## src/rtl/uart_irq_pkg.sv

```systemverilog
package uart_irq_pkg;

    localparam int IRQ_W     = 11;
    localparam int NUM_LINES = 6;

    localparam int BIT_RX = 4;
    localparam int BIT_TX = 5;
    localparam int BIT_RT = 6;

    localparam logic [IRQ_W-1:0] GRP_MODEM = 11'h00F;
    localparam logic [IRQ_W-1:0] GRP_RX    = 11'h010;
    localparam logic [IRQ_W-1:0] GRP_TX    = 11'h020;
    localparam logic [IRQ_W-1:0] GRP_RT    = 11'h040;
    localparam logic [IRQ_W-1:0] GRP_ERR   = 11'h780;
    localparam logic [IRQ_W-1:0] GRP_ALL   =
        GRP_MODEM | GRP_RX | GRP_TX | GRP_RT | GRP_ERR;

    typedef enum logic [2:0] {
        SEL_RAW    = 3'd0,
        SEL_MASK   = 3'd1,
        SEL_MASKED = 3'd2,
        SEL_CLEAR  = 3'd3,
        SEL_DATA   = 3'd4
    } reg_sel_e;

    typedef enum int {
        LINE_ALL = 0,
        LINE_RX  = 1,
        LINE_TX  = 2,
        LINE_RT  = 3,
        LINE_MS  = 4,
        LINE_ERR = 5
    } line_e;

    typedef struct packed {
        logic mask_wr;
        logic clear_wr;
        logic data_wr;
    } strobe_t;

    typedef struct packed {
        logic [IRQ_W-1:0] raw;
        logic [IRQ_W-1:0] mask;
    } irq_state_t;

    function automatic logic [IRQ_W-1:0] line_group(input int line);
        case (line)
            LINE_ALL: line_group = GRP_ALL;
            LINE_RX:  line_group = GRP_RX;
            LINE_TX:  line_group = GRP_TX;
            LINE_RT:  line_group = GRP_RT;
            LINE_MS:  line_group = GRP_MODEM;
            default:  line_group = GRP_ERR;
        endcase
    endfunction

endpackage

```

## src/rtl/uart_irq_decode.sv

```systemverilog
module uart_irq_decode
    import uart_irq_pkg::*;
#(
    parameter int ADDR_W = 3
) (
    input  logic [ADDR_W-1:0] addr,
    input  logic              wr,
    output strobe_t           strb
);
    reg_sel_e sel;

    always_comb begin
        sel = reg_sel_e'(addr[2:0]);
        strb = '0;
        if (wr) begin
            case (sel)
                SEL_MASK:  strb.mask_wr  = 1'b1;
                SEL_CLEAR: strb.clear_wr = 1'b1;
                SEL_DATA:  strb.data_wr  = 1'b1;
                default:   strb = '0;
            endcase
        end
    end
endmodule

```

## src/rtl/uart_irq_status.sv

```systemverilog
module uart_irq_status
    import uart_irq_pkg::*;
(
    input  logic             clk,
    input  logic             rst,
    input  strobe_t          strb,
    input  logic [IRQ_W-1:0] wbits,
    input  logic [IRQ_W-1:0] ev_set,
    output irq_state_t       st_q,
    output irq_state_t       st_d
);
    logic [IRQ_W-1:0] clr_vec;
    logic [IRQ_W-1:0] set_vec;

    always_comb begin
        clr_vec = strb.clear_wr ? wbits : '0;
        set_vec = ev_set;
        if (strb.data_wr) begin
            set_vec[BIT_TX] = 1'b1;
        end
        st_d.raw  = (st_q.raw & ~clr_vec) | set_vec;
        st_d.mask = strb.mask_wr ? wbits : st_q.mask;
    end

    always_ff @(posedge clk) begin
        if (rst) begin
            st_q <= '0;
        end else begin
            st_q <= st_d;
        end
    end
endmodule

```

## src/rtl/uart_irq_route.sv

```systemverilog
module uart_irq_route
    import uart_irq_pkg::*;
(
    input  logic                 clk,
    input  logic                 rst,
    input  logic [IRQ_W-1:0]     masked_d,
    output logic [NUM_LINES-1:0] lines_q
);
    for (genvar g = 0; g < NUM_LINES; g++) begin : g_line
        localparam logic [IRQ_W-1:0] GM = line_group(g);
        logic hit;
        assign hit = |(masked_d & GM);
        always_ff @(posedge clk) begin
            if (rst) begin
                lines_q[g] <= 1'b0;
            end else begin
                lines_q[g] <= hit;
            end
        end
    end
endmodule

```

## src/rtl/uart_irq_ctrl.sv

```systemverilog
module uart_irq_ctrl
    import uart_irq_pkg::*;
#(
    parameter int ADDR_W = 3,
    parameter int DATA_W = 16
) (
    input  logic              clk,
    input  logic              rst,
    input  logic [ADDR_W-1:0] reg_addr,
    input  logic              reg_wr,
    input  logic [DATA_W-1:0] reg_wdata,
    output logic [DATA_W-1:0] reg_rdata,
    input  logic [IRQ_W-1:0]  ev_set,
    output logic              irq_all,
    output logic              irq_rx,
    output logic              irq_tx,
    output logic              irq_rt,
    output logic              irq_ms,
    output logic              irq_err
);
    localparam int PAD_W = DATA_W - IRQ_W;

    strobe_t               strb;
    irq_state_t            st_q;
    irq_state_t            st_d;
    logic [IRQ_W-1:0]      raw_q;
    logic [IRQ_W-1:0]      mask_q;
    logic [IRQ_W-1:0]      rd_bits;
    logic [NUM_LINES-1:0]  lines_q;

    uart_irq_decode #(.ADDR_W(ADDR_W)) u_dec (
        .addr (reg_addr),
        .wr   (reg_wr),
        .strb (strb)
    );

    uart_irq_status u_stat (
        .clk    (clk),
        .rst    (rst),
        .strb   (strb),
        .wbits  (reg_wdata[IRQ_W-1:0]),
        .ev_set (ev_set),
        .st_q   (st_q),
        .st_d   (st_d)
    );

    uart_irq_route u_route (
        .clk      (clk),
        .rst      (rst),
        .masked_d (st_d.raw & st_d.mask),
        .lines_q  (lines_q)
    );

    assign raw_q  = st_q.raw;
    assign mask_q = st_q.mask;

    always_comb begin
        case (reg_sel_e'(reg_addr[2:0]))
            SEL_RAW:    rd_bits = raw_q;
            SEL_MASK:   rd_bits = mask_q;
            SEL_MASKED: rd_bits = raw_q & mask_q;
            default:    rd_bits = '0;
        endcase
    end

    assign reg_rdata = {{PAD_W{1'b0}}, rd_bits};

    assign irq_all = lines_q[LINE_ALL];
    assign irq_rx  = lines_q[LINE_RX];
    assign irq_tx  = lines_q[LINE_TX];
    assign irq_rt  = lines_q[LINE_RT];
    assign irq_ms  = lines_q[LINE_MS];
    assign irq_err = lines_q[LINE_ERR];
endmodule

```

## config.mk

```make
export PLATFORM = sky130hd
export DESIGN_NAME = uart_irq_ctrl
export DESIGN_NICKNAME = d
export VERILOG_FILES = /design/src/rtl/uart_irq_pkg.sv /design/src/rtl/uart_irq_decode.sv /design/src/rtl/uart_irq_status.sv /design/src/rtl/uart_irq_route.sv /design/src/rtl/uart_irq_ctrl.sv
export SDC_FILE = /design/constraint.sdc
export NUM_CORES = 1
export LEC_CHECK = 0
export ABC_AREA = 1
export BUFFER_PORTS_ARGS = -buffer_cell sky130_fd_sc_hd__buf_4
export CAP_MARGIN = 0
export CORE_UTILIZATION = 47
export CTS_BUF_LIST = sky130_fd_sc_hd__clkbuf_2 sky130_fd_sc_hd__clkbuf_4 sky130_fd_sc_hd__clkbuf_8
export CTS_CLUSTER_SIZE = 14
export DETAILED_ROUTE_END_ITERATION = 6
export HOLD_SLACK_MARGIN = 0.1
export PLACE_DENSITY = 0.77
export SLEW_MARGIN = 25
export SYNTH_ARGS = -nofsm -noshare
export SYNTH_HDL_FRONTEND = slang
export SYNTH_HIERARCHICAL = 1
export SYNTH_SLANG_ARGS = --single-unit
export TNS_END_PERCENT = 5
```

## constraint.sdc

```tcl
create_clock -name clk -period 1.4 [get_ports clk]
set_clock_uncertainty 0.05 [all_clocks]
set_input_delay 0.21 -clock clk [delete_from_list [all_inputs] [get_ports clk]]
set_output_delay 0.21 -clock clk [all_outputs]
set_load 0.02 [all_outputs]
```

==> metrics <==
min-delay src reg_wdata[1]; post-synthesis compound-gate area fraction 0.1006; final setup TNS 0 ns; Worst Setup Start Kind input port; drt via density 4.699; Synth Area in Adders 0; gr ovfl total 0; synthesized area 1604 µm²; antenna viol nets, final 0; drt drc 0; Worst Setup Path Type input port to flip-flop; Die Ht 60.42 µm; sequential power share 0.471; share of layout cells above drive strength 1 0.3449; clock sink count 28; Post-CTS Setup Inserts 0; number of max-cap violations 0; Hold Path Sink u_stat/st_q[1]$_SDFF_PP0_; GP Congestion 0.8095; global-route wire length before repair 6630 µm; Final Net Count 379; Async SR Flop Fraction 0; Clock Power Share 0.297; synthesis-to-finish area growth 52.96%; drt wl/cell 10.87 µm; Final period util 0.9936; Power Total 0.001833 W; status complete, no violations; Power Dens Cells 747.1 nW/µm²; reg2reg end u_stat/st_q[17]$_SDFF_PP0_; fin area 2454 µm²; Gate power share 0.233; CORE AREA 3153 µm²; drt total wl 4227 µm; root buffer cell clkbuf_4; hold depth 3; synth top area cells dfxtp_1 35%, nand2_1 22%, inv_1 8.7%, nand3_1 6.9%, a21oi_1 6.6%; placed instance area 2121 µm²; register area 573.1 µm²; Core Util, Final 0.7782; Worst setup EP type flip-flop; dpl hpwl 2799 µm; Cells after Synth 254; Net Sw Power 0.0004866 W; Slew Viols, Final 0; multiplexer share of the synthesized area 0; I/O Pins 55; Yosys top cell by area dfxtp_1; Int Pwr 0.001346 W; # H-tree levels 1; switching share of power 0.2655; Total GRT Usage 0.2419; Hold Crit Class input port to flip-flop; mean post-synth cell area 6.315 µm²; Clock Latency Late Sink 0.34 ns; Die Area 3651 µm²; via count 1828; first drt pass iteration count 4; synth warn 6; sequential share of the synthesized area 0.3495; RSZ-0062 raised after global routing true; r2r worst-path depth 3; post-synth top area share 0.3495; synthesized flop and latch total 28; Bufs on Longest Clock Path 2; die width 60.42 µm; CP Data Arrival Time 1.59 ns; count leader, synth nand2_1; FF-to-FF setup slack 0.15 ns; largest net degree at the start of global routing 28; Req. time, crit path 1.60 ns; Post-synth top cells 94 x nand2_1, 37 x inv_1, 28 x dfxtp_1, 22 x nand3_1, 21 x a21oi_1; reg2reg start u_stat/st_q[17]$_SDFF_PP0_; Rows 20; Max IR drop VDD 489.0 µV; Starting Density 0.5087; minimum clock period 1.391 ns; Synth Area in XOR/XNOR 0; Critical Path Fanout Max 2; Ant. Diodes 0; Peak Freq 718.9 MHz; area of the multi-input gates 832.0 µm²; fillcell total 240; count of cell types in the netlist 19; vias in the first global route 1668; CTS Buf Count 3; Final Hold Fails 0; largest family of logic cells by synthesized area simple AND/OR/NAND/NOR gates; Post-Synth Simple-Gate Area 0.3814; Final setup viols 0; DRT iter0 DRCs 133; cell leakage power 1.356 nW; initial antenna violation count 0; Port Buffers 44; Post-synth EDFFs 0; predominant post-synthesis flop cell dfxtp_1; CTS tree done; clk slew on worst S/H paths 0.16 ns
-- cell families (layout without fill, tap and decap cells) --
| family | count (synthesis) | in the layout |
|---|---|---|
| AO/OA/AOI/OAI | 30 | 30 |
| buffers and inverters | 52 | 139 |
| flip-flops | 28 | 28 |
| other | 1 | 5 |
| AND/OR/NAND/NOR | 143 | 143 |
-- area by class of cell --
class,count,area share
multi-input combinational,178,0.3391
timing repair buffer,97,0.3253
sequential,28,0.2336
inverter,38,0.05813
tap,44,0.02244
clock inverter,1,0.01224
clock buffer,3,0.009179
-- through the flow --
step	setup WS, ns	hold slack, ns	cells
4_1_cts	0.007069	0.1019	390
3_3_place_gp	-0.1588	0.4274	364
5_1_grt	-0.03130	0.1110	389
6_report	0.008965	0.09958	389
2_1_floorplan	0.08849	0.2224	258
3_5_place_dp	-0.1785	0.4335	364
-- cells in the final DEF (no fill, tap or decap), types with 7 or more instances in the layout --
master	count
a21oi_1	19
inv_1	37
nand2_1	90
dfxtp_1	18
dfxtp_2	10
nor2_1	13
nand2_2	7
nor2_2	8
dlygate4sd3_1	20
nand3_1	19
buf_4	72
-- critical path: stages --
cell	delay [ns]
dlygate4sd3_1	0.54
buf_4	0.14
inv_1	0.06
a21oi_1	0.07
dlygate4sd3_1	0.57
-- state kept, by name (all words and copies together), names as in the netlist --
name,flops
u_route/lines_q,6
u_stat/st_q,22
-- what timing repair did --
action | 4_1_cts | 5_1_grt
endpoints found under the setup margin | 1 | 11
hold buffers | 22 | 0
hold endpoints to repair | 20 | 0
resized for setup | 1 | 25
-- per-layer routing --
metal  share of wire  GRT usage  vias up
li1                -          -      942
met1            0.45     0.2915      832
met2            0.50     0.4521       50
met3           0.043    0.01919        4
met4           0.010    0.07792        0
met5               0          0        -
-- worst max path at each step --
stage                                     from                             to  slack [ns]  depth (start not counted)
floorplan                          reg_addr[2]  u_route/lines_q[0]$_SDFF_PP0_        0.09                         13
global placement                   reg_addr[2]  u_route/lines_q[0]$_SDFF_PP0_       -0.16                         14
detailed placement                 reg_addr[2]  u_route/lines_q[0]$_SDFF_PP0_       -0.18                         14
CTS                               reg_wdata[3]     u_stat/st_q[14]$_SDFF_PP0_       0.007                          6
global route        u_stat/st_q[13]$_SDFF_PP0_                   reg_rdata[2]       -0.03                          5
finish                               ev_set[6]     u_stat/st_q[17]$_SDFF_PP0_       0.009                          5
-- power by group through the flow --
| stage | Combinational [W] | Clock [W] | Sequential, W |
|---|---|---|---|
| 4_1_cts | 0.000414 | 0.000551 | 0.000859 |
| 6_report | 0.000427 | 0.000544 | 0.000863 |
| 3_3_place_gp | 0.000356 | 0 | 0.000875 |
| 2_1_floorplan | 0.000185 | 0 | 0.000882 |
| 5_1_grt | 0.000467 | 0.000579 | 0.000867 |
| 3_5_place_dp | 0.000362 | 0 | 0.000876 |
Note: power is estimated with default switching activity, not from simulation.
